[config.mk]
export PLATFORM = sky130hd
export DESIGN_NAME = run_sequencer
export DESIGN_NICKNAME = d
export VERILOG_FILES = /design/src/rtl/seq_pkg.sv /design/src/rtl/bit_sync.sv /design/src/rtl/sync_word_detect.sv /design/src/rtl/phase_timer.sv /design/src/rtl/run_sequencer.sv
export SDC_FILE = /design/constraint.sdc
export NUM_CORES = 1
export LEC_CHECK = 0
export BUFFER_PORTS_ARGS = -buffer_cell sky130_fd_sc_hd__buf_4
export CORE_MARGIN = 1.5
export CORE_UTILIZATION = 49
export DETAILED_ROUTE_END_ITERATION = 12
export PLACE_DENSITY = 0.69
export SLEW_MARGIN = 0
export SYNTH_ARGS = -nofsm -noshare
export SYNTH_HDL_FRONTEND = slang
export SYNTH_SLANG_ARGS = --single-unit
[constraint.sdc]
create_clock -name clk -period 8.4 [get_ports clk]
set_input_delay 1.68 -clock clk [delete_from_list [all_inputs] [get_ports clk]]
set_output_delay 1.68 -clock clk [all_outputs]
set_load 0.1 [all_outputs]
[src/rtl/seq_pkg.sv]
package seq_pkg;

    typedef enum logic [2:0] {
        ST_IDLE  = 3'd0,
        ST_IC    = 3'd1,
        ST_OP    = 3'd2,
        ST_END   = 3'd3,
        ST_OVLD  = 3'd4,
        ST_PAUSE = 3'd5
    } seq_state_e;

    typedef enum logic {
        OVL_IGNORE = 1'b0,
        OVL_LATCH  = 1'b1
    } ovl_pol_e;

    typedef enum logic {
        HLT_IGNORE = 1'b0,
        HLT_PAUSE  = 1'b1
    } hlt_pol_e;

endpackage

[src/rtl/bit_sync.sv]
module bit_sync #(
    parameter int WIDTH  = 1,
    parameter int STAGES = 2
) (
    input  logic             clk,
    input  logic             rst_n,
    input  logic [WIDTH-1:0] din,
    output logic [WIDTH-1:0] dout
);
    logic [STAGES-1:0][WIDTH-1:0] chain_q;

    always_ff @(posedge clk or negedge rst_n) begin
        if (!rst_n) begin
            chain_q <= '0;
        end else begin
            chain_q <= {chain_q[STAGES-2:0], din};
        end
    end

    assign dout = chain_q[STAGES-1];

endmodule

[src/rtl/sync_word_detect.sv]
module sync_word_detect #(
    parameter int              WORD_W = 16,
    parameter logic [WORD_W-1:0] WORD = 16'h550F
) (
    input  logic clk,
    input  logic rst_n,
    input  logic sclk_s,
    input  logic sdata_s,
    output logic hit
);
    logic              sclk_prev_q;
    logic [WORD_W-1:0] shift_q;
    logic [WORD_W-1:0] shift_next;
    logic              rise;

    assign rise       = sclk_s & ~sclk_prev_q;
    assign shift_next = {shift_q[WORD_W-2:0], sdata_s};

    always_ff @(posedge clk or negedge rst_n) begin
        if (!rst_n) begin
            sclk_prev_q <= 1'b0;
            shift_q     <= '0;
            hit         <= 1'b0;
        end else begin
            sclk_prev_q <= sclk_s;
            hit         <= rise && (shift_next == WORD);
            if (rise) begin
                shift_q <= shift_next;
            end
        end
    end

    // a rising edge needs a low sample before it, so a hit never repeats back to back
    assert_hit_single_R2: assert property (@(posedge clk) disable iff (!rst_n)
        hit |=> !hit);

endmodule

[src/rtl/phase_timer.sv]
module phase_timer #(
    parameter int DUR_W   = 34,
    parameter int TICK_NS = 5
) (
    input  logic             clk,
    input  logic             rst_n,
    input  logic             clear,
    input  logic             run,
    input  logic [DUR_W-1:0] duration,
    output logic             expired
);
    localparam int ACC_W = DUR_W + 1;

    logic [ACC_W-1:0] elapsed_q;
    logic [ACC_W-1:0] elapsed_inc;

    assign elapsed_inc = elapsed_q + ACC_W'(TICK_NS);
    assign expired     = elapsed_inc >= {1'b0, duration};

    always_ff @(posedge clk or negedge rst_n) begin
        if (!rst_n) begin
            elapsed_q <= '0;
        end else if (clear) begin
            elapsed_q <= '0;
        end else if (run) begin
            elapsed_q <= elapsed_inc;
        end
    end

endmodule

[src/rtl/run_sequencer.sv]
module run_sequencer
    import seq_pkg::*;
#(
    parameter int                TICK_NS    = 5,
    parameter int                DUR_W      = 34,
    parameter int                SYNC_W     = 16,
    parameter logic [SYNC_W-1:0] SYNC_WORD  = 16'h550F,
    parameter int                SYNC_STAGES = 2,
    parameter logic [DUR_W-1:0]  MIN_DUR_NS = 34'd100,
    parameter logic [DUR_W-1:0]  MAX_DUR_NS = 34'd9000000000
) (
    input  logic             clk,
    input  logic             rst_n,
    input  logic             sync_clk,
    input  logic             sync_data,
    input  logic [DUR_W-1:0] ic_ns,
    input  logic [DUR_W-1:0] op_ns,
    input  logic             ovl_policy,
    input  logic             halt_policy,
    input  logic             overload,
    input  logic             ext_halt,
    output logic             mode_ic,
    output logic             mode_op,
    output logic             mode_halt,
    output logic [2:0]       state_code,
    output logic             cfg_error
);
    localparam int NSYNC = 4;

    seq_state_e       state_q, state_d;
    logic [NSYNC-1:0] raw_in, synced;
    logic             sclk_s, sdata_s, ovl_s, hlt_s;
    logic             start_hit;
    logic             cfg_bad;
    logic             leave_idle;
    logic             tmr_clear, tmr_run, tmr_done;
    logic [DUR_W-1:0] ic_dur_q, op_dur_q, tmr_dur;
    ovl_pol_e         ovl_pol_q;
    hlt_pol_e         hlt_pol_q;

    // Resample every asynchronous input
    assign raw_in = {sync_clk, sync_data, overload, ext_halt};

    bit_sync #(.WIDTH(NSYNC), .STAGES(SYNC_STAGES)) u_sync (
        .clk   (clk),
        .rst_n (rst_n),
        .din   (raw_in),
        .dout  (synced)
    );

    assign {sclk_s, sdata_s, ovl_s, hlt_s} = synced;

    sync_word_detect #(.WORD_W(SYNC_W), .WORD(SYNC_WORD)) u_detect (
        .clk     (clk),
        .rst_n   (rst_n),
        .sclk_s  (sclk_s),
        .sdata_s (sdata_s),
        .hit     (start_hit)
    );

    // Duration range check
    always_comb begin
        cfg_bad = (ic_ns < MIN_DUR_NS) || (ic_ns > MAX_DUR_NS) ||
                  (op_ns < MIN_DUR_NS) || (op_ns > MAX_DUR_NS);
    end
    assign cfg_error = cfg_bad;

    assign leave_idle = (state_q == ST_IDLE) && start_hit && !cfg_bad;

    // Configuration captured on the way out of IDLE
    always_ff @(posedge clk or negedge rst_n) begin
        if (!rst_n) begin
            ic_dur_q  <= '0;
            op_dur_q  <= '0;
            ovl_pol_q <= OVL_IGNORE;
            hlt_pol_q <= HLT_IGNORE;
        end else if (leave_idle) begin
            ic_dur_q  <= ic_ns;
            op_dur_q  <= op_ns;
            ovl_pol_q <= ovl_pol_e'(ovl_policy);
            hlt_pol_q <= hlt_pol_e'(halt_policy);
        end
    end

    // Phase timer shared by IC and OP
    assign tmr_dur   = (state_q == ST_IC) ? ic_dur_q : op_dur_q;
    assign tmr_run   = (state_q == ST_IC) || (state_q == ST_OP);
    assign tmr_clear = leave_idle || ((state_q == ST_IC) && tmr_done);

    phase_timer #(.DUR_W(DUR_W), .TICK_NS(TICK_NS)) u_timer (
        .clk      (clk),
        .rst_n    (rst_n),
        .clear    (tmr_clear),
        .run      (tmr_run),
        .duration (tmr_dur),
        .expired  (tmr_done)
    );

    // Next-state logic
    always_comb begin
        state_d = state_q;
        unique case (state_q)
            ST_IDLE: begin
                if (leave_idle) state_d = ST_IC;
            end
            ST_IC: begin
                if (tmr_done) state_d = ST_OP;
            end
            ST_OP: begin
                if (ovl_pol_q == OVL_LATCH && ovl_s) begin
                    state_d = ST_OVLD;
                end else if (hlt_pol_q == HLT_PAUSE && hlt_s) begin
                    state_d = ST_PAUSE;
                end else if (tmr_done) begin
                    state_d = ST_END;
                end
            end
            ST_PAUSE: begin
                if (!hlt_s) state_d = ST_OP;
            end
            ST_END:  state_d = ST_END;
            ST_OVLD: state_d = ST_OVLD;
            default: state_d = ST_IDLE;
        endcase
    end

    // State register
    always_ff @(posedge clk or negedge rst_n) begin
        if (!rst_n) begin
            state_q <= ST_IDLE;
        end else begin
            state_q <= state_d;
        end
    end

    // Outputs
    always_comb begin
        mode_ic    = 1'b0;
        mode_op    = 1'b0;
        mode_halt  = 1'b0;
        state_code = state_q;
        unique case (state_q)
            ST_IC:   mode_ic   = 1'b1;
            ST_OP:   mode_op   = 1'b1;
            default: mode_halt = 1'b1;
        endcase
    end

    // Checks on the sequence
    assert_idle_exit_R1: assert property (@(posedge clk) disable iff (!rst_n)
        (state_q == ST_IDLE) |=> (state_q == ST_IDLE || state_q == ST_IC));

    assert_end_absorbs_R4: assert property (@(posedge clk) disable iff (!rst_n)
        (state_q == ST_END) |=> (state_q == ST_END));

    assert_ignore_ovl_R5: assert property (@(posedge clk) disable iff (!rst_n)
        (state_q == ST_OP && ovl_pol_q == OVL_IGNORE) |=> (state_q != ST_OVLD));

    assert_ovld_absorbs_R6: assert property (@(posedge clk) disable iff (!rst_n)
        (state_q == ST_OVLD) |=> (state_q == ST_OVLD));

    assert_ignore_halt_R7: assert property (@(posedge clk) disable iff (!rst_n)
        (state_q == ST_OP && hlt_pol_q == HLT_IGNORE) |=> (state_q != ST_PAUSE));

    assert_pause_exit_R8: assert property (@(posedge clk) disable iff (!rst_n)
        (state_q == ST_PAUSE) |=> (state_q == ST_PAUSE || state_q == ST_OP));

    assert_ovl_first_R9: assert property (@(posedge clk) disable iff (!rst_n)
        (state_q == ST_OP && ovl_pol_q == OVL_LATCH && ovl_s) |=> (state_q == ST_OVLD));

    assert_cfg_blocks_R10: assert property (@(posedge clk) disable iff (!rst_n)
        (state_q == ST_IDLE && cfg_error) |=> (state_q == ST_IDLE));

    assert_modes_onehot_R12: assert property (@(posedge clk) disable iff (!rst_n)
        $countones({mode_ic, mode_op, mode_halt}) == 1);

endmodule

==> results.sh, run 1 <==
export IMPL_clkTransAtPathRegs_ns=0.06
export IMPL_seq_area_um2=3328
export IMPL_post_cts_resized=0
export IMPL_die_area_um2=15170
export IMPL_hold_buffers=0
export IMPL_core_um2=13990
export IMPL_async_reset_ff_share_pct=100.0
export IMPL_row_count=43
export IMPL_fin_crit_ns=5.555
export IMPL_postCtsSetupBuffers=0
export IMPL_syn_inst=601
export IMPL_die_h_um=123.2
export IMPL_fill_cells=1149
export IMPL_drtIter0Drc=479
export IMPL_wirelength_mm=17.32
export IMPL_synth_seq_area_share_pct=47.02
export IMPL_place_congestion=0.8506
export IMPL_htree_levels=4
export IMPL_path_max_fanout=3
export IMPL_max_cap_violations=0
export IMPL_numCtsBuffers=17
export IMPL_p_leak_nw=3.885
export IMPL_drive_gt1_share_pct=30.78
export IMPL_p_per_area_nw_per_um2=255.7
export IMPL_finalClockSkew_ns=0.01094
export IMPL_grt_use_total_pct=24.74
export IMPL_insertedDiodeCount=0
export IMPL_finalSetupViolCount=0
export IMPL_drt_pre_antenna_iters=5
export IMPL_status="finished, final reports clean"
export IMPL_required_ns=6.72
export IMPL_worst_path_most_repeated_cell="buf_4"
export IMPL_syn_to_final_growth_pct=18.40
export IMPL_initial_core_util_pct=50.60
export IMPL_synth_distinct_cells=58
export IMPL_cts_sinks=133
export IMPL_ir_worst_vdd_mv=0.1787
export IMPL_ys_ff_latch=133
export IMPL_portBuffers=82
export IMPL_grt_pass1_vias=5330
export IMPL_grt_pass1_wl_mm=28.20
export IMPL_cts_tree="done"
export IMPL_ant_nets=0
export IMPL_post_route_drc_count=0
export IMPL_routed_via_count=5258
export IMPL_slew_viol_final=0
export IMPL_detail_route_wl_per_cell_um=19.86
export IMPL_overflow=0
export IMPL_period_share_pct=66.13
export IMPL_critPathCaptureType="primary output"
export IMPL_grt_setup_unrepaired="no"
export IMPL_io_pins=83
export IMPL_fmax_mhz=180.0
export IMPL_arrival_ns=3.88
export IMPL_max_slew_margin_pct=13.59
export IMPL_path_cells="buf_4, or4_4, or4_1, a211o_1, o21ai_2, o31a_1, nand2_1, buf_4"
export IMPL_antenna_found_initial=0
export IMPL_dp_cells=841
export IMPL_hpwlAfterDp_mm=12.60
export IMPL_slowest_stage="or4_4"
export IMPL_hold_viol=0
export IMPL_grt_start_max_net_pins=73
export IMPL_rrSetupSlack_ns=3.23
export IMPL_syn_area_per_cell_um2=11.78
export IMPL_yosysWarningCount=0
export IMPL_multi_input_area_um2=3645
export IMPL_crit_type="primary input to primary output"
export IMPL_clk_latency_ns=0.42
export IMPL_fin_cells=872
export IMPL_fin_nets=791
export IMPL_critPathLaunchType="primary input"
export IMPL_synth_edf_count=0
export IMPL_viasPerCell=6.030
export IMPL_power_mw=2.143
export IMPL_cts_buffer_depth=2
export IMPL_synthFlopType="dfrtp_1"
export IMPL_synth_area_um2=7078
export IMPL_syn_num_nets=712
export IMPL_hp_class="flip-flop to flip-flop"
export IMPL_slowest_delay_ns=0.56
export IMPL_finalSetupTns_ns=0
export IMPL_root_buffer="clkbuf_16"
export IMPL_tightest_slew_ns=1.260
export IMPL_die_x_um=123.2
cell usage in the layout, fill, tap and decap left out, types with 17 or more instances in the layout:
cell and n:
a21oi_1 26, buf_4 85, ha_1 35, dfrtp_1 133, nand3_1 28, mux2_2 86, nor2_1 21, a22o_1 21
clkbuf_16 17, xnor2_1 22, mux2i_1 34, nand2_1 23
per-layer routing:
metal	part of all wire, %	vias to the layer above	global-route usage [%]
li1	-	2447	-
met1	45	2646	33.70
met2	49	150	40.03
met3	4.6	15	5.627
met4	1.3	0	6.537
met5	0	-	0
synthesized netlist by cell type, drive strengths merged, types with 4 or more instances:
cell type / number / area share [%]
xor2: 11 / 1.4
or4: 8 / 0.90
nor2: 21 / 1.1
clkbuf: 7 / 0.39
a22o: 21 / 2.6
nand4: 13 / 1.1
nor4: 14 / 1.3
xnor2: 22 / 2.7
nor3: 12 / 0.85
mux2: 86 / 14
and2: 5 / 0.48
a21oi: 26 / 1.8
and3: 10 / 0.88
nand3: 28 / 2.0
and4: 4 / 0.49
nand2b: 4 / 0.35
a311oi: 11 / 1.4
mux2i: 34 / 4.8
o21ai: 6 / 0.48
dfrtp: 133 / 47
ha: 35 / 6.2
buf: 18 / 1.3
a21o: 4 / 0.42
nand2: 23 / 1.2
per-stage QoR:
stage | hold WS (ns) | util, % | area, um^2 | setup WS, ns
after global placement | 0.3329 | 56.05 | 7840 | 2.859
after global routing | 0.3520 | 59.91 | 8381 | 2.743
after CTS | 0.3498 | 59.91 | 8381 | 2.850
final | 0.3473 | 59.91 | 8381 | 2.845
after detailed placement | 0.3364 | 56.05 | 7840 | 2.849
after floorplan | 0.3312 | - | 7078 | 2.971
worst max-delay path: cells and delay by family:
family / cells / cell delay (ns)
AOI/OAI and AO/OA: 3 / 0.69
buffers and inverters: 2 / 0.37
and+or+nand+nor: 3 / 1.13
sequential cells by signal, indices dropped and copies added (netlist names):
register              cells
state_code                3
u_detect.hit              1
hlt_pol_q                 1
u_detect.shift_q         15
ovl_pol_q                 1
u_detect.sclk_prev_q      1
ic_dur_q                 34
u_timer.elapsed_q        35
op_dur_q                 34
u_sync.dout               4
u_sync.chain_q            4
where the power goes:
group,switching [mW],total [mW],internal (mW)
Sequential,0.0749,0.794,0.719
Combinational,0.415,0.674,0.259
Clock,0.289,0.676,0.387
cells by family (layout without fill, tap and decap cells):
kind of cell | Yosys count | after routing | share of synthesized area (%)
multiplexers | 120 | 120 | 18.49
buffers and inverters | 26 | 117 | 1.785
XOR/XNOR | 33 | 33 | 4.083
adder cells (fa/ha/maj) | 35 | 35 | 6.187
AO/OA/AOI/OAI | 96 | 96 | 9.899
AND/OR/NAND/NOR | 158 | 158 | 12.53
flip-flops | 133 | 133 | 47.02
worst paths after layout:
path / from / to / depth (start not counted)
max: ic_ns[17] / cfg_error / 8
min: u_sync.chain_q[3] / u_sync.dout[3] / 0
max reg2reg: u_timer.elapsed_q[0] / u_timer.elapsed_q[10] / 14
min reg2reg: u_sync.chain_q[3] / u_sync.dout[3] / 0
max in group asynchronous: rst_n / u_timer.elapsed_q[3] / 2
min in group asynchronous: rst_n / u_timer.elapsed_q[10] / 1
final cells by class:
class,instances,share of cell area (%)
multi-input combinational,442,43.49
sequential,133,39.71
timing repair buffer,85,7.614
clock buffer,19,5.285
tap,180,2.687
clock inverter,12,1.165
inverter,1,0.04479
No activity file was read; power rests on OpenSTA's default activity.
==> run 2, diff against run 1 <==
- clock period: 8.4 -> 5.7 ns (I/O delays scaled with it)
==> run 2 against run 1 <==
- largest cell class unchanged
- non-clock buffer count is 2 higher
- die area is the same
- highest routed layer unchanged
- critical path type is now flip-flop to flip-flop
- critical endpoint is now u_timer.elapsed_q[9]
- cell count up 0.23%
==> results.sh, run 2 (synthesis gave the netlist of run 1 again) <==
export IMPL_ant_nets=0
export IMPL_fin_crit_ns=5.029
export IMPL_dp_cells=843
export IMPL_finalSetupTns_ns=0
export IMPL_row_count=43
export IMPL_wirelength_mm=17.75
export IMPL_routed_via_count=5317
export IMPL_clk_latency_ns=0.43
export IMPL_viasPerCell=6.084
export IMPL_rrSetupSlack_ns=0.67
export IMPL_period_share_pct=88.23
export IMPL_fmax_mhz=198.8
export IMPL_grt_start_max_net_pins=67
export IMPL_grt_use_total_pct=25.00
export IMPL_antenna_found_initial=0
export IMPL_core_um2=13990
export IMPL_status="finished, final reports clean"
export IMPL_critPathLaunchType="flip-flop"
export IMPL_crit_buf_inv=0
export IMPL_dr_wl_met3_um=885
export IMPL_slew_viol_final=0
export IMPL_arrival_ns=5.30
export IMPL_max_cap_violations=0
export IMPL_detail_route_wl_per_cell_um=20.31
export IMPL_timing_hold_ws_ns=0.3475
export IMPL_post_route_drc_count=0
export IMPL_slowest_stage="nor4_2"
export IMPL_overflow=0
export IMPL_min_path_cells=0
export IMPL_grt_setup_unrepaired="no"
export IMPL_post_cts_resized=0
export IMPL_top_regs="u_timer.elapsed_q x35, ic_dur_q x34, op_dur_q x34"
export IMPL_final_cell_mix="dfrtp_1, buf_4, mux2_2"
export IMPL_syn_to_final_growth_pct=19.60
export IMPL_fin_cells=874
export IMPL_die_h_um=123.2
export IMPL_cts_tree="done"
export IMPL_insertedDiodeCount=0
export IMPL_crit_type="flip-flop to flip-flop"
export IMPL_multi_input_area_um2=3645
export IMPL_max_slew_margin_pct=43.28
export IMPL_fill_cells=1175
export IMPL_hp_class="flip-flop to flip-flop"
export IMPL_required_ns=5.97
export IMPL_clkTransAtPathRegs_ns=0.06
export IMPL_die_x_um=123.2
export IMPL_reg2reg_depth=14
export IMPL_hpwlAfterDp_mm=13.13
export IMPL_final_common_cell="dfrtp_1"
export IMPL_hold_buffers=0
export IMPL_tightest_slew_ns=0.8509
export IMPL_io_pins=83
export IMPL_numCtsBuffers=17
export IMPL_critPathCaptureType="flip-flop"
export IMPL_largest_reg_flops=35
export IMPL_place_congestion=0.8532
export IMPL_htree_levels=4
export IMPL_cts_sinks=133
export IMPL_grt_pass1_vias=5450
export IMPL_drt_pre_antenna_iters=4
export IMPL_finalClockSkew_ns=0.01351
export IMPL_finalSetupViolCount=0
export IMPL_dr_wl_met2_mm=8.743
export IMPL_fin_nets=793
export IMPL_crit_cells=14
export IMPL_grt_pass1_wl_mm=28.28
export IMPL_path_delay_family="simple AND/OR/NAND/NOR gates"
export IMPL_power_mw=3.320
export IMPL_drtIter0Drc=374
export IMPL_highest_layer="met4"
export IMPL_portBuffers=82
export IMPL_path_max_fanout=34
export IMPL_cts_buffer_depth=2
export IMPL_wl_met1_mm=7.780
export IMPL_fin_util_pct=60.52
export IMPL_path_cells="ha_1, o211a_1, nand4_1, nor4_2, nand2_1, xnor2_1, ha_1, nand4_1, nor4_1, o21ai_0, a31o_2, a31o_2, a41oi_1, a311oi_1"
export IMPL_initial_core_util_pct=50.60
export IMPL_slowest_delay_ns=0.66
export IMPL_seq_area_um2=3328
export IMPL_p_leak_nw=3.944
export IMPL_drive_gt1_share_pct=31.12
export IMPL_root_buffer="clkbuf_16"
export IMPL_top_register="u_timer.elapsed_q"
export IMPL_die_area_um2=15170
export IMPL_hold_viol=0
export IMPL_postCtsSetupBuffers=0
export IMPL_p_per_area_nw_per_um2=392.1
export IMPL_ir_worst_vdd_mv=0.3445
-- run 2: changes by cell type in the layout (fill, tap and decap cells not counted) --
cell | previous run | this run
clkinv_2 | 0 | 1
buf_4 | 85 | 87
clkinvlp_4 | 6 | 2
bufinv_16 | 0 | 3
clkbuf_1 | 1 | 0
clkinv_4 | 2 | 3
-- run 2: area by class of cell --
| class | count | share of cell area (%) |
|---|---|---|
| clock buffers | 18 | 5.188 |
| clock inverters | 13 | 2.025 |
| inverters | 1 | 0.04434 |
| multi-input cells | 442 | 43.05 |
| flip-flops and latches | 133 | 39.31 |
| well taps | 180 | 2.660 |
| repair buffers | 87 | 7.715 |
-- run 2: per-layer routing --
layer	GRT usage (%)	vias to the layer above
met5	0	-
met4	8.549	0
met3	7.657	22
met2	40.10	127
met1	32.28	2707
li1	-	2461
-- run 2: metrics by stage --
stage	worst slack, ns	instance area [um^2]
floorplan	0.3937	7078
detailed placement	0.6951	7855
finish	0.6711	8466
global route	0.4075	8466
CTS	0.6823	8466
global placement	0.8818	7855
-- run 2: worst reg2reg max path: stages, from the launching register on --
cell and delay, ns:
dfrtp_1 0.43, ha_1 0.25, o211a_1 0.21, nand4_1 0.26, nor4_2 0.66, nand2_1 0.28, xnor2_1 0.22, ha_1 0.32
nand4_1 0.15, nor4_1 0.62, o21ai_0 0.32, a31o_2 0.30, a31o_2 0.43, a41oi_1 0.34, a311oi_1 0.09
-- run 2: power by group --
group / total, mW / internal (mW) / switching (mW)
clock network: 1.14 / 0.702 / 0.438
logic: 1.01 / 0.386 / 0.623
registers: 1.17 / 1.06 / 0.110
total: 3.32 / 2.15 / 1.17
-- run 2: path summary, 6_finish.rpt --
path / start / endpoint
setup reg to reg: u_timer.elapsed_q[0] / u_timer.elapsed_q[9]
hold / removal: u_sync.chain_q[3] / u_sync.dout[3]
max in group asynchronous: rst_n / op_dur_q[24]
setup / recovery: u_timer.elapsed_q[0] / u_timer.elapsed_q[9]
hold reg to reg: u_sync.chain_q[3] / u_sync.dout[3]
min in group asynchronous: rst_n / u_timer.elapsed_q[16]
==> run 3, diff against run 2 <==
- CORE_ASPECT_RATIO: default -> 1.5
==> run 3 against run 2 <==
- via count rose by 1.4%
- die area increased by 0.10%
- cell area rose by 0.31%
- count of clock-buffer cells in the layout grew 1
- routed wire length grew 0.81%
- combinational power barely moved
- register-to-register slack improved by 0.20 ns
- critical path type unchanged
- cell count is 1.4% higher
- non-clock buffer count is the same
- power is 0.39% higher
- clock skew decreased by 0.0046 ns
==> results.sh, run 3 (synthesis gave the netlist of run 1 again) <==
export IMPL_cts_sinks=133
export IMPL_min_path_cells=0
export IMPL_slowest_stage="nor4_2"
export IMPL_design_area_um2=8492
export IMPL_p_leak_nw=3.957
export IMPL_swShare_pct=35.13
export IMPL_final_cell_mix="dfrtp_1, mux2_2, buf_4"
export IMPL_drt_pre_antenna_iters=5
export IMPL_root_buffer="clkbuf_16"
export IMPL_slowest_delay_ns=0.70
export IMPL_post_route_drc_count=0
export IMPL_final_common_cell="dfrtp_1"
export IMPL_hold_buffers=0
export IMPL_post_cts_resized=0
export IMPL_arrival_ns=5.10
export IMPL_antenna_found_initial=0
export IMPL_routed_via_count=5390
export IMPL_fill_cells=1184
export IMPL_path_cells="ha_1, o211a_1, nand4_1, nor4_2, nand2_1, xnor2_1, ha_1, nand4_1, nor4_1, o311ai_0, a31o_2, a31o_2, a41oi_1, a311oi_1"
export IMPL_ir_worst_vdd_mv=0.2598
export IMPL_syn_to_final_growth_pct=19.98
export IMPL_cts_buffer_depth=2
export IMPL_period_share_pct=84.64
export IMPL_largest_reg_flops=35
export IMPL_intPower_mw=2.162
export IMPL_core_um2=14060
export IMPL_required_ns=5.98
export IMPL_place_congestion=0.9492
export IMPL_drive_gt1_share_pct=31.12
export IMPL_setup_ws_ns=0.8753
export IMPL_path_delay_family="simple AND/OR/NAND/NOR gates"
export IMPL_detail_route_wl_per_cell_um=20.19
export IMPL_hp_class="flip-flop to flip-flop"
export IMPL_reg2reg_from="u_timer.elapsed_q[0]"
export IMPL_grt_pass1_wl_mm=29.15
export IMPL_grt_use_total_pct=25.33
export IMPL_slew_viol_final=0
export IMPL_die_h_um=150.2
export IMPL_finalClockSkew_ns=0.008905
export IMPL_row_count=53
export IMPL_top_register="u_timer.elapsed_q"
export IMPL_postCtsSetupBuffers=0
export IMPL_preCtsSetupSlack_ns=0.8921
export IMPL_p_clk_share_pct=34.5
export IMPL_clkTransAtPathRegs_ns=0.06
export IMPL_seqPwrFrac_pct=35.0
export IMPL_timing_hold_ws_ns=0.3454
export IMPL_drtIter0Drc=293
export IMPL_worstHoldStart="u_sync.chain_q[1]"
export IMPL_critPathCaptureType="flip-flop"
export IMPL_overflow=0
export IMPL_finalSetupTns_ns=0
export IMPL_max_slew_margin_pct=46.99
export IMPL_critPathLaunchType="flip-flop"
export IMPL_hpwlAfterDp_mm=13.29
export IMPL_die_x_um=101.1
export IMPL_fmax_mhz=207.3
export IMPL_crit_buf_inv=0
export IMPL_grt_setup_unrepaired="no"
export IMPL_p_per_area_nw_per_um2=392.4
export IMPL_reg2reg_depth=14
export IMPL_rrSetupSlack_ns=0.88
export IMPL_insertedDiodeCount=0
export IMPL_tightest_slew_ns=0.7952
export IMPL_grt_start_max_net_pins=88
export IMPL_switching_power_mw=1.171
export IMPL_r2r_end="u_timer.elapsed_q[9]"
export IMPL_power_mw=3.332
export IMPL_initial_core_util_pct=50.35
export IMPL_crit_type="flip-flop to flip-flop"
export IMPL_top_regs="u_timer.elapsed_q x35, ic_dur_q x34, op_dur_q x34"
export IMPL_status="finished, final reports clean"
export IMPL_max_cap_violations=0
export IMPL_hold_viol=0
export IMPL_path_max_fanout=34
export IMPL_fin_util_pct=60.40
export IMPL_grt_pass1_vias=5695
export IMPL_htree_levels=4
export IMPL_holdPathEnd="u_sync.dout[1]"
export IMPL_place_area_um2=7874
export IMPL_fin_crit_ns=4.825
export IMPL_viasPerCell=6.084
export IMPL_fin_nets=793
export IMPL_clk_latency_ns=0.43
export IMPL_finalSetupViolCount=0
export IMPL_cts_tree="done"
export IMPL_io_pins=83
export IMPL_dp_cells=855
export IMPL_fin_cells=886
export IMPL_combinationalPowerShare_pct=30.5
export IMPL_ant_nets=0
export IMPL_die_area_um2=15190
export IMPL_portBuffers=82
export IMPL_wirelength_mm=17.89
export IMPL_numCtsBuffers=17
-- run 3: changes by cell type in the layout (fill, tap and decap cells not counted), sizes merged --
cell / change
clkinvlp: -2
inv: +2
clkbuf: +1
clkinv: -1
-- run 3: metal layers --
metal	up-vias	GRT usage, %	wire length [um]
met5	-	0	0
met4	0	10.42	523
met3	39	5.153	835
met2	177	44.09	9377
met1	2711	30.27	7155
li1	2463	-	-
-- run 3: final cells by class --
type                       count  area (um^2)  area share, %
sequential                   133         3328          39.19
clock buffer                  19        452.9          5.334
timing repair buffer          87        656.9          7.735
clock inverter                12        165.2          1.945
inverter                       1        3.754        0.04420
tap                          192        240.2          2.829
multi-input combinational    442         3645          42.92
-- run 3: power by group through the flow --
stage,registers (mW),clock network (mW),logic (mW)
floorplan,1.19,0,0.732
global placement,1.17,0,0.991
detailed placement,1.18,0,1.01
CTS,1.16,1.16,1.02
global route,1.18,1.20,1.10
finish,1.17,1.15,1.02
-- run 3: worst reg2reg max path: stages (launching register included) --
cell and delay, ns:
dfrtp_1 0.41, ha_1 0.23, o211a_1 0.21, nand4_1 0.30
nor4_2 0.70, nand2_1 0.27, xnor2_1 0.21, ha_1 0.32
nand4_1 0.17, nor4_1 0.45, o311ai_0 0.23, a31o_2 0.32
a31o_2 0.44, a41oi_1 0.35, a311oi_1 0.08
-- run 3: worst max path at each step --
stage               slack [ns]  depth (start not counted)                    end                 start
floorplan                 0.39                         16  u_timer.elapsed_q[21]         state_code[0]
global placement          0.99                         14   u_timer.elapsed_q[9]  u_timer.elapsed_q[0]
detailed placement        0.89                         14   u_timer.elapsed_q[9]  u_timer.elapsed_q[0]
CTS                       0.85                         14   u_timer.elapsed_q[9]  u_timer.elapsed_q[0]
global route              0.47                         14   u_timer.elapsed_q[9]  u_timer.elapsed_q[0]
finish                    0.88                         14   u_timer.elapsed_q[9]  u_timer.elapsed_q[0]
